`src/rtl/ptw_pkg.sv`:
```
package ptw_pkg;

  localparam int unsigned WORD_W    = 32;
  localparam int unsigned TTB_LSB   = 14;  // first-level table alignment
  localparam int unsigned SECT_LSB  = 20;  // section size / first-level index
  localparam int unsigned CRS_LSB   = 10;  // coarse table alignment
  localparam int unsigned FINE_LSB  = 12;  // fine table alignment
  localparam int unsigned LARGE_LSB = 16;
  localparam int unsigned SMALL_LSB = 12;
  localparam int unsigned TINY_LSB  = 10;

  typedef enum logic [1:0] {
    L1_FAULT   = 2'b00,
    L1_COARSE  = 2'b01,
    L1_SECTION = 2'b10,
    L1_FINE    = 2'b11
  } l1_kind_e;

  typedef enum logic [1:0] {
    L2_FAULT = 2'b00,
    L2_LARGE = 2'b01,
    L2_SMALL = 2'b10,
    L2_TINY  = 2'b11
  } l2_kind_e;

  typedef enum logic [1:0] {
    WS_IDLE   = 2'b00,
    WS_FIRST  = 2'b01,
    WS_SECOND = 2'b10
  } walk_state_e;

endpackage

```
`src/rtl/ptw_l1_addr.sv`:
```
module ptw_l1_addr
  import ptw_pkg::*;
(
  input  logic [WORD_W-1:TTB_LSB]  ttb_hi,
  input  logic [WORD_W-1:SECT_LSB] va_hi,
  output logic [WORD_W-1:0]        l1_addr
);

  always_comb begin
    l1_addr = {ttb_hi, va_hi, 2'b00};
  end

endmodule

```
`src/rtl/ptw_l1_decode.sv`:
```
module ptw_l1_decode
  import ptw_pkg::*;
#(
  parameter bit TINY_EN = 1'b1
) (
  input  logic [WORD_W-1:0]   desc,
  input  logic [SECT_LSB-1:0] va_lo,
  output logic                is_fault,
  output logic                is_section,
  output logic [WORD_W-1:0]   next_addr,
  output logic [WORD_W-1:0]   sect_pa,
  output logic [1:0]          sect_cb
);

  l1_kind_e kind;
  logic     fine_allowed;
  logic     unused_desc_mid;

  generate
    if (TINY_EN) begin : g_fine_on
      assign fine_allowed = 1'b1;
    end else begin : g_fine_off
      assign fine_allowed = 1'b0;
    end
  endgenerate

  assign unused_desc_mid = ^desc[CRS_LSB-1:4];

  always_comb begin
    kind       = l1_kind_e'(desc[1:0]);
    is_fault   = (kind == L1_FAULT) || ((kind == L1_FINE) && !fine_allowed);
    is_section = (kind == L1_SECTION);
    sect_pa    = {desc[WORD_W-1:SECT_LSB], va_lo};
    sect_cb    = desc[3:2];
    if (kind == L1_FINE) begin
      next_addr = {desc[WORD_W-1:FINE_LSB], va_lo[SECT_LSB-1:TINY_LSB], 2'b00};
    end else begin
      next_addr = {desc[WORD_W-1:CRS_LSB], va_lo[SECT_LSB-1:SMALL_LSB], 2'b00};
    end
  end

endmodule

```
`src/rtl/ptw_l2_decode.sv`:
```
module ptw_l2_decode
  import ptw_pkg::*;
(
  input  logic [WORD_W-1:0]   desc,
  input  logic [SECT_LSB-1:0] va_lo,
  output logic                is_fault,
  output logic [WORD_W-1:0]   page_pa,
  output logic [1:0]          page_cb
);

  l2_kind_e kind;
  logic     unused_desc_mid;

  assign unused_desc_mid = ^desc[TINY_LSB-1:4];

  always_comb begin
    kind     = l2_kind_e'(desc[1:0]);
    is_fault = (kind == L2_FAULT);
    page_cb  = desc[3:2];
    unique case (kind)
      L2_LARGE: page_pa = {desc[WORD_W-1:LARGE_LSB], va_lo[LARGE_LSB-1:0]};
      L2_SMALL: page_pa = {desc[WORD_W-1:SMALL_LSB], va_lo[SMALL_LSB-1:0]};
      L2_TINY:  page_pa = {desc[WORD_W-1:TINY_LSB],  va_lo[TINY_LSB-1:0]};
      default:  page_pa = '0;
    endcase
  end

endmodule

```
`src/rtl/tablewalk_unit.sv`:
```
module tablewalk_unit
  import ptw_pkg::*;
#(
  parameter bit TINY_EN = 1'b1
) (
  input  logic              clk,
  input  logic              rst,
  input  logic              start,
  input  logic [WORD_W-1:0] ttb,
  input  logic [WORD_W-1:0] va,
  output logic              mem_req,
  output logic [WORD_W-1:0] mem_addr,
  input  logic              mem_rvalid,
  input  logic [WORD_W-1:0] mem_rdata,
  output logic              done,
  output logic              fault,
  output logic [WORD_W-1:0] pa,
  output logic [1:0]        cb
);

  walk_state_e         state;
  logic [SECT_LSB-1:0] va_lo_q;
  logic [WORD_W-1:0]   first_addr;
  logic                l1_fault, l1_section;
  logic [WORD_W-1:0]   l1_next, l1_pa;
  logic [1:0]          l1_cb;
  logic                l2_fault;
  logic [WORD_W-1:0]   l2_pa;
  logic [1:0]          l2_cb;
  logic                unused_ttb_lo;

  assign unused_ttb_lo = ^ttb[TTB_LSB-1:0];

  ptw_l1_addr u_l1_addr (
    .ttb_hi  (ttb[WORD_W-1:TTB_LSB]),
    .va_hi   (va[WORD_W-1:SECT_LSB]),
    .l1_addr (first_addr)
  );

  ptw_l1_decode #(.TINY_EN(TINY_EN)) u_l1_dec (
    .desc       (mem_rdata),
    .va_lo      (va_lo_q),
    .is_fault   (l1_fault),
    .is_section (l1_section),
    .next_addr  (l1_next),
    .sect_pa    (l1_pa),
    .sect_cb    (l1_cb)
  );

  ptw_l2_decode u_l2_dec (
    .desc     (mem_rdata),
    .va_lo    (va_lo_q),
    .is_fault (l2_fault),
    .page_pa  (l2_pa),
    .page_cb  (l2_cb)
  );

  always_ff @(posedge clk) begin
    if (rst) begin
      state    <= WS_IDLE;
      va_lo_q  <= '0;
      mem_req  <= 1'b0;
      mem_addr <= '0;
      done     <= 1'b0;
      fault    <= 1'b0;
      pa       <= '0;
      cb       <= '0;
    end else begin
      done <= 1'b0;
      unique case (state)
        WS_IDLE: begin
          if (start) begin
            va_lo_q  <= va[SECT_LSB-1:0];
            mem_addr <= first_addr;
            mem_req  <= 1'b1;
            state    <= WS_FIRST;
          end
        end
        WS_FIRST: begin
          if (mem_rvalid) begin
            if (l1_fault || l1_section) begin
              mem_req <= 1'b0;
              done    <= 1'b1;
              fault   <= l1_fault;
              pa      <= l1_fault ? '0 : l1_pa;
              cb      <= l1_fault ? 2'b00 : l1_cb;
              state   <= WS_IDLE;
            end else begin
              mem_addr <= l1_next;
              state    <= WS_SECOND;
            end
          end
        end
        WS_SECOND: begin
          if (mem_rvalid) begin
            mem_req <= 1'b0;
            done    <= 1'b1;
            fault   <= l2_fault;
            pa      <= l2_fault ? '0 : l2_pa;
            cb      <= l2_fault ? 2'b00 : l2_cb;
            state   <= WS_IDLE;
          end
        end
        default: state <= WS_IDLE;
      endcase
    end
  end

endmodule

```
`config.mk`:
```
export PLATFORM = sky130hd
export DESIGN_NAME = tablewalk_unit
export DESIGN_NICKNAME = d
export VERILOG_FILES = /design/src/rtl/ptw_pkg.sv /design/src/rtl/ptw_l1_addr.sv /design/src/rtl/ptw_l1_decode.sv /design/src/rtl/ptw_l2_decode.sv /design/src/rtl/tablewalk_unit.sv
export SDC_FILE = /design/constraint.sdc
export NUM_CORES = 1
export LEC_CHECK = 0
export ABC_CLOCK_PERIOD_IN_PS = 4000
export BUFFER_PORTS_ARGS = -buffer_cell sky130_fd_sc_hd__buf_4
export CORE_MARGIN = 5
export CORE_UTILIZATION = 30
export CTS_CLUSTER_SIZE = 12
export DETAILED_ROUTE_END_ITERATION = 6
export SLEW_MARGIN = 0
export SYNTH_ARGS = -nofsm -noshare
export SYNTH_HDL_FRONTEND = slang
export SYNTH_SLANG_ARGS = --single-unit
```
`constraint.sdc`:
```
create_clock -name clk -period 4 [get_ports clk]
set_input_delay 0.6 -clock clk [delete_from_list [all_inputs] [get_ports clk]]
set_output_delay 0.6 -clock clk [all_outputs]
set_load 0.005 [all_outputs]
```
# --- After elaboration in Yosys (flattened, before gate mapping) ---
# Cells that the tools add are included.
# W data, S select, Z words.
word_totals:
  ff_bits: 91
  in_bits: 100
  output_inout_bits: 69
  wordCells: 64
classes:
  eq_ne: 10
  muxes: 35
  reduce_logical: 11
op_table:
  columns: ["op", "count"]
  rows:
  - ["$mux W32", 8]
  - ["$pmux W32 S2", 2]
  - ["$pmux W32 S3", 1]
  - ["$mux W2", 8]
  - ["$mux W12", 1]
  - ["$mux W1", 10]
  - ["$ne A2 B2 Y1 const B", 5]
  - ["$reduce_and A4 Y1", 2]
  - ["$eq A2 B2 Y1 const B", 3]
  - ["$pmux W2 S3", 1]
  - ["$reduce_and A5 Y1", 1]
  - ["$eq A2 B1 Y1 const B", 2]
  - ["$logic_not A2 Y1", 2]
  - ["$pmux W1 S2", 2]
  - ["$pmux W2 S2", 1]
  - ["$reduce_bool A2 Y1", 2]
  - ["$pmux W1 S3", 1]
  - ["$reduce_and A3 Y1", 1]
  - ["$reduce_bool A3 Y1", 1]
  - ["$reduce_and A2 Y1", 1]
  - ["$logic_or A1 B1 Y1", 1]

# --- Depth between registers and ports, before layout ---
# Gate-level depths: netlist of run 1.
logic_depth:
  word_depth: 5
  mapped_depth: 8
  depth_no_buf: 6

# --- By module ---
# Synthesis of run 1 repeated with hierarchy kept, for this count alone.
unflattened:
  hier_cells: 583
  area_unflattened_um2: 5457.7
by_module_without_submodules:
  columns: ["module", "n_inst", "cells_per_inst", "area_per_inst_um2", "seq_area_each_um2"]
  rows:
  - ["tablewalk_unit", 1, 439, 4360.4, 1821.7]
  - ["ptw_l1_decode", 1, 70, 560.5, 0.0]
  - ["ptw_l2_decode", 1, 41, 292.8, 0.0]
  - ["ptw_l1_addr", 1, 33, 244.0, 0.0]

# --- Least setup slack after synthesis of run 1 ---
# No wires, ideal clock.
synth_path:
  path_kind: "reg2reg"
  from: "reg state[0]"
  to: "reg mem_addr[8]"
  setup_time_ns: 0.070
  t_arrival_ns: 1.604
  required_time_ns: 3.930
  slack_ns: 2.325
  path_stages_with_launch: 8
  n_path_buf: 1
  period_less_slack_ns: 1.675
  path_cell_list: "dfxtp_1 inv_1 ha_1 nor2b_2 a211o_1 buf_6 a311o_1 a21oi_1"
synth_via:
  elab_chain_cells: 3
  elab_cells_between_ends: 8
  cone_classes: "4 x eq/ne; 1 x mux; 3 x reduce/logical"
synth_rtl:
  columns: ["item", "line", "rtl"]
  rows:
  - ["from (decl)", "tablewalk_unit.sv:21", "walk_state_e state;"]
  - ["from (signal assigned)", "tablewalk_unit.sv:60", "state <= WS_IDLE;"]
  - ["from (signal assigned)", "tablewalk_unit.sv:76", "state <= WS_FIRST;"]
  - ["from (signal assigned)", "tablewalk_unit.sv:87", "state <= WS_IDLE;"]
  - ["$eq A2 B1 Y1 or $logic_not A2 Y1 (tied branches)", "tablewalk_unit.sv:70", "unique case (state)"]
  - ["$ne A2 B2 Y1 (no line) or $reduce_bool A2 Y1 (tied branches)", null, null]
  - ["$reduce_and A4 Y1 (no line)", null, null]
  - ["to (signal assigned)", "tablewalk_unit.sv:74", "mem_addr <= first_addr;"]
  - ["to (signal assigned)", "tablewalk_unit.sv:89", "mem_addr <= l1_next;"]
  - ["to (decl)", "tablewalk_unit.sv:12", "output logic [WORD_W-1:0] mem_addr,"]
# Parallel ways exist; a longest one is shown, timed or not.
# A chain may end at the register's enable or synchronous reset.

# --- Worst setup path after layout of run 1 ---
layout_path:
  from: "reg state[0]"
  to: "reg pa[25]"
layout_via:
  elab_chain_cells: 3
  elab_cells_between_ends: 8
  cone_classes: "5 x eq/ne; 1 x mux; 2 x reduce/logical"
layout_rtl:
  columns: ["item", "line", "rtl"]
  rows:
  - ["$eq A2 B1 Y1 or $eq A2 B2 Y1 (tied branches)", "tablewalk_unit.sv:70", null]
  - ["$ne A2 B2 Y1 (no line) or $reduce_bool A2 Y1 (tied branches)", null, null]
  - ["$reduce_and A4 Y1 (no line)", null, null]
  - ["to (signal assigned)", "tablewalk_unit.sv:85", "pa <= l1_fault ? '0 : l1_pa;"]
  - ["to (signal assigned)", "tablewalk_unit.sv:99", "pa <= l2_fault ? '0 : l2_pa;"]
  - ["to (decl)", "tablewalk_unit.sv:17", "output logic [WORD_W-1:0] pa,"]
# Parallel ways exist; a longest one is shown, timed or not.

==> impl_results.md, run 1 <==
* Outcome: completed
* Die width at roughly 120 µm
* Number of buffers on the longest clock path at 2
* Arrival @ worst endpoint at 2810 ps
* Die boundary height at 123 µm
* GRT Resource Usage Total at 15.4%
* Number of max-slew violations in the final report at 0
* Portion of the post-synthesis area used by sequential elements at 46.8%
* Tmin final at 2560 ps
* CTS sink count at between 80 and 90
* CTS Hold Buffers Added at 0
* Maximum vdd ir drop at between 150 and 200 µV
* Drt via density at about 4.8
* Standard cell area after detailed placement at ~5000 µm²
* Critical Path RT at 4250 ps
* Area of all placed cells without fillers at 5280 µm²
* Global-route wire length before repair at 18200 µm
* Detailed-placement wirelength estimate at between 8000 and 9000 µm
* Via count of the first global-routing pass at about 3500
* Kind of end point of the critical path: register
* Number of failing setup endpoints in the final timing report at 0
* Die ar. at 15000 µm²
* Placeable core area at 12500 µm²
* Fin nets at 689
* Diode count at 0
* Ports at 169
* Overall power at roughly 2.8 mW
* Kind of critical path: reg -> reg
* Setup repair after global routing missed its margin: false
* Remaining routing DRC violations at 0
* Post-Syn Area per Cell at 8.17 µm²
* PnR worst setup slack at about 1400 ps
* Synth top area share at 46.8%
* Maximum number of pins on one net before global-route repair at 90
* Number of setup buffers added after CTS at 0
* Detailed Route WL at ~12000 µm
* Fillcell total at 1332
* Synthesized area at about 3800 µm²
* Count of instances resized after the clock tree is built at 0
* Final setup skew at 8.10 ps
* Std cell rows at 41
* Final cycle utilization of the critical path at 64.0%
* Worst slew pin tran at between 900 and 1000 ps
* Via count at 3646
* Slack of the worst reg-to-reg path at roughly 1400 ps
* Later-pin clock latency in the skew report at 330 ps
* Power density over cell area at 534 nW/µm²
* Maximum level of the CTS H-tree at 3
* Initial detailed-routing violation count at 243
* Number of synthesized register bits at 89
* Library cell used as clock root buffer: clkbuf_16
* Max Clk Rate at 0.391 GHz
* Buffers on Ports at 146
* Final weighted congestion in routability-driven placement at 0.794
* Register clock-pin slew on the reported worst setup and hold paths at 60 ps
* LEAKAGE at 2.18 nW
* Warnings from Yosys at 0
* Starting utilization of the core area at between 30 and 40%
* TritonCTS buffer count at 9
* Per-cell routed wire length at 15.5 µm
* Largest area contributor in the netlist: dfxtp_1
* Number of antenna violations at the first check in global routing at 0
* Sort of element at the start of the critical path: register
* Post-placement worst setup slack at 1450 ps
* Relative slew slack at 36.2%
* Signed area change from the synthesized netlist to the final layout at 38.6%
* Final core area utilization at 42.1%
* Final sum of negative setup slack at 0 ps
* Most frequent cells in the layout: buf_4 (149), nand2_1 (93), dfxtp_1 (89), a21oi_1 (61), nor2_1 (41)
* Hold Crit Class: reg -> reg
* Layout cells sized above 1 at 29.5%
* Cells taking the most area after synthesis: dfxtp_1 (47%), nand2_1 (9.2%), a21oi_1 (8.0%), mux2i_1 (5.3%), nand3_1 (5.3%)
* Clock tree from TritonCTS: yes
* Commonest non-fill, non-tap cell in the layout: buf_4
* Number of distinct library cells after synthesis at 36
* GRT overflow at 0
* Maximum fanout encountered on the critical timing path at 22
* Count of maximum capacitance violations at 0
* Gate count after technology mapping at 466
* Final count of hold timing violations at 0
* Iteration count of the initial detailed-routing pass at 5
* Number of routed nets with antenna violations at 0
registers in the layout, indices dropped and copies added (netlist names):
| name | cells |
|---|---|
| cb | 2 |
| done | 1 |
| fault | 1 |
| mem_addr | 30 |
| mem_req | 1 |
| pa | 32 |
| state | 2 |
| va_lo_q | 20 |
through the flow:
stage	instances	hold WS [ps]
after floorplan	467	437
after global placement	746	441
after detailed placement	746	446
after CTS	762	455
after global routing	762	468
final	762	454
power by group:
group	switching [mW]	total, mW	internal (mW)
Sequential	0.0899	1.12	1.03
Clock	0.337	0.852	0.516
Combinational	0.454	0.843	0.389
layout make-up:
class                      count  area, µm²  area share [%]
clock buffer                  11        253            4.79
clock inverter                 5       53.8            1.02
inverter                       6       22.5           0.427
multi-input combinational    330       1830            34.7
sequential                    89       1780            33.8
tap                          172        215            4.08
timing repair buffer         149       1120            21.2
synthesized netlist by cell type (all sizes together):
cell    instances
nand3          40
dfxtp          89
a311o          10
o22ai           1
a21o            1
buf            20
nand2          93
a22oi           1
a221oi          4
inv             6
and2            2
and3b           1
nand2b          1
o21ai           2
mux2i          20
a21oi          62
nor2           41
or4             1
nor3            6
a211o           1
a211oi         23
ha              4
a32oi           3
o31ai           1
or2             1
conb            1
clkbuf         22
nor2b           4
o21bai          1
mux2            4
logic make-up after synthesis:
group / share of synthesized area, %
compound gates: 18.6
fa+ha+maj: 1.32
buf+inv: 5.62
flops: 46.8
mux: 6.45
other cells: 0.0986
simple gates: 21.1
path summary, 6_finish.rpt:
path	start	to	cells after the start
max	state[0]	pa[25]	7
min	pa[20]	pa[20]	2
max reg2reg	state[0]	pa[25]	7
min reg2reg	pa[20]	pa[20]	2
routing by layer:
metal / GRT usage [%] / up-vias / wire, µm / share of wire [%]
li1: - / 1846 / - / -
met1: 20.7 / 1688 / 5270 / 45
met2: 24.8 / 99 / 5680 / 48
met3: 2.21 / 13 / 627 / 5.3
met4: 6.30 / 0 / 203 / 1.7
met5: 0 / - / 0 / 0
worst max-delay path, cell delays in order (launching register included):
cell     delay (ps)
dfxtp_1         390
inv_1            80
ha_1            350
nor2b_1         300
a21o_1          730
buf_4           340
nand3_1          90
a21oi_1         180
Note: power is estimated with default switching activity, not from simulation.
==> run 2, diff against run 1 <==
--- a/config.mk
+++ b/config.mk
@@ -5,7 +5,7 @@
 export SDC_FILE = /design/constraint.sdc
 export NUM_CORES = 1
 export LEC_CHECK = 0
-export ABC_CLOCK_PERIOD_IN_PS = 4000
+export ABC_CLOCK_PERIOD_IN_PS = 2100
 export BUFFER_PORTS_ARGS = -buffer_cell sky130_fd_sc_hd__buf_4
 export CORE_MARGIN = 5
 export CORE_UTILIZATION = 30
==> constraint.sdc (replaced) <==
create_clock -name clk -period 2.1 [get_ports clk]
set_input_delay 0.315 -clock clk [delete_from_list [all_inputs] [get_ports clk]]
set_output_delay 0.315 -clock clk [all_outputs]
set_load 0.005 [all_outputs]
==> run 2 against run 1 <==
Net effect:
- power up 93%
- setup slack worse by 1300 ps
- design area rose by 1.6%
- via count increased by 3.1%
- wire length is 2.2% higher
- global-route usage up 0.63 points
- non-clock buffer count grew 7
- die area stayed put
- critical endpoint is now pa[28]
- highest routed layer unchanged
==> impl_results.md, run 2 (synthesis gave the netlist of run 1 again) <==
* Outcome: completed
* Initial detailed-routing violation count at 239 (-1.6%)
* Critical path launch point: state[0]
* Comb power frac at 31.6% (+1.7 points)
* Cell-by-cell listing of the critical path: inv_1, ha_1, nor2b_1, a21o_1, buf_4, nand3_1, a21oi_1
* Maximum number of pins on one net before global-route repair at 50 (-44%)
* Delay of the slowest cell on the worst path at 390 ps (-340 ps)
* Clock share of power at 29.1% (-1.1 points)
* Final core area utilization at 42.8% (+0.68 points)
* Number of max-slew violations in the final report at 0 (unchanged)
* GRT Resource Usage Total at 16.0% (+0.63 points)
* GR Util met3 at 3.04% (+0.83 points)
* Final count of hold timing violations at 0 (unchanged)
* Tmin final at 1960 ps (-600 ps)
* CTS sink count at 89 (unchanged)
* Die width at 123 µm (unchanged)
* Die boundary height at 123 µm (unchanged)
* Hold Crit Class: in -> reg
* Count of maximum capacitance violations at 0 (unchanged)
* Net Sw Power at 1.70 mW (+93%)
* Maximum vdd ir drop at 296 µV (+54%)
* Iteration count of the initial detailed-routing pass at 4 (-1)
* Register name with the most flops: pa
* Crit Reg-Reg Startpoint: state[0]
* Area of all placed cells without fillers at 5360 µm² (+1.6%)
* Final cycle utilization of the critical path at 93.4% (+29 points)
* Number of routed nets with antenna violations at 0 (unchanged)
* Signed area change from the synthesized netlist to the final layout at 40.9%
* LEAKAGE at 2.22 nW (+1.8%)
* TritonCTS buffer count at 9 (unchanged)
* Later-pin clock latency in the skew report at 330 ps (about the same)
* Placeable core area at 12500 µm² (unchanged)
* Diode count at 0 (unchanged)
* Library cell contributing the largest single delay on the critical path: dfxtp_1
* Kind of critical path: reg -> reg
* Worst slew pin tran at 779 ps (-176 ps)
* Buf/Inv on CP at 2 (unchanged)
* Commonest non-fill, non-tap cell in the layout: buf_4
* Drt via density at 4.89 (+2.2%)
* Detailed-placement wirelength estimate at 8630 µm (+3.0%)
* Origin of the worst min-delay path: va[8]
* Critical Path RT at 2350 ps (-1900 ps)
* Buffers on Ports at 146 (unchanged)
* # placed instances at 753 (+0.94%)
* Most frequent cells in the layout: buf_4 (152), nand2_1 (93), dfxtp_1 (89), a21oi_1 (61), nor2_1 (41)
* Library cell used as clock root buffer: clkbuf_16
* Via count of the first global-routing pass at 3581 (+1.6%)
* Final weighted congestion in routability-driven placement at 0.851 (+7.2%)
* Arrival @ worst endpoint at 2210 ps (-600 ps)
* Global-route wire length before repair at 18900 µm (+3.9%)
* Number of flip-flops in the largest register at 32 (unchanged)
* Top Registers: pa (32), mem_addr (30), va_lo_q (20)
* Global routing usage on met1 at 21.0% (+0.35 points)
* Setup repair after global routing missed its margin: false
* Std cell rows at 41 (unchanged)
* Internal Dissipation at 3.74 mW (+93%)
* Max Clk Rate at 0.510 GHz (+31%)
* Ports at 169 (unchanged)
* Number of buffers on the longest clock path at 2 (unchanged)
* Via count at 3759 (+3.1%)
* Net switching share of the total power at 31.2% (-0.044 points)
* Remaining routing DRC violations at 0 (unchanged)
* Final sum of negative setup slack at 0 ps (unchanged)
* Kind of end point of the critical path: register
* Clock tree from TritonCTS: yes
* Sequential power share at 39.3% (-0.5 points)
* Final setup skew at 2.85 ps (-5.25 ps)
* Number of failing setup endpoints in the final timing report at 0 (unchanged)
* Non-Filler Instances at 769 (+0.92%)
* Largest delay share family, worst path: simple AND/OR/NAND/NOR gates
* Layout cells sized above 1 at 30.2% (+0.66 points)
* Maximum level of the CTS H-tree at 3 (unchanged)
* GRT overflow at 0 (unchanged)
* CTS Hold Buffers Added at 0 (unchanged)
* PnR worst setup slack at 139 ps (-1300 ps)
* Slack of the worst reg-to-reg path at 140 ps (-1300 ps)
* Power density over cell area at 1020 nW/µm² (+90%)
* Standard cell area after detailed placement at 5060 µm² (+1.8%)
* Grt met2 use at 25.8% (+0.96 points)
* Fin nets at 696 (+1.0%)
* Starting utilization of the core area at 30.4% (unchanged)
* Per-cell routed wire length at 15.7 µm (+1.2%)
* Sort of element at the start of the critical path: register
* Die ar. at 15000 µm² (unchanged)
* Maximum fanout encountered on the critical timing path at 12 (-45%)
* Relative slew slack at 48.1% (+12 points)
* Most heavily used metal layer in global routing: met2
* Number of antenna violations at the first check in global routing at 0 (unchanged)
* Register clock-pin slew on the reported worst setup and hold paths at 60 ps (about the same)
* Detailed Route WL at 12000 µm (+2.2%)
* Post-placement worst setup slack at 160 ps (-1290 ps)
## run 2: worst paths after layout
path | to | depth (start not counted)
setup reg to reg | pa[28] | 7
setup / recovery | pa[28] | 7
hold / removal | va_lo_q[8] | 3
hold reg to reg | pa[19] | 2
## run 2: timing repair
action | in CTS | in global routing
buffers inserted | 0 | 0
endpoints found under the hold margin | 0 | 0
endpoints found under the setup margin | 0 | 17
gates resized for setup | 0 | 3
## run 2: area by class of cell
cell class | count | area (µm²)
tap | 172 | 215
clock buffer | 13 | 250
multi-input combinational | 330 | 1840
clock inverter | 3 | 40.0
fill | 1321 | 7160
timing repair buffer | 156 | 1210
sequential | 89 | 1780
inverter | 6 | 22.5
## run 2: worst min-delay path, delay by kind of cell
kind	cells	cell delay, ps
buffers and inverters	1	110
AOI/OAI and AO/OA	1	50
and+or+nand+nor	1	40
## run 2: power groups by stage
| stage | clock network, mW | registers, mW | logic, mW |
|---|---|---|---|
| 6_report | 1.58 | 2.14 | 1.72 |
| 3_5_place_dp | 0 | 2.18 | 1.72 |
| 4_1_cts | 1.63 | 2.14 | 1.73 |
| 2_1_floorplan | 0 | 2.16 | 0.936 |
| 5_1_grt | 1.71 | 2.18 | 1.91 |
| 3_3_place_gp | 0 | 2.16 | 1.70 |
## run 2: per-stage QoR
| stage | hold slack [ps] | power, mW |
|---|---|---|
| 2_1_floorplan | 433 | 3.09 |
| 3_3_place_gp | 441 | 3.87 |
| 3_5_place_dp | 444 | 3.90 |
| 4_1_cts | 214 | 5.50 |
| 5_1_grt | 218 | 5.80 |
| 6_report | 231 | 5.44 |
## run 2: routing by layer
layer | up-vias | routed length (µm)
li1 | 1867 | -
met1 | 1753 | 5190
met2 | 122 | 5930
met3 | 17 | 728
met4 | 0 | 188
met5 | - | 0
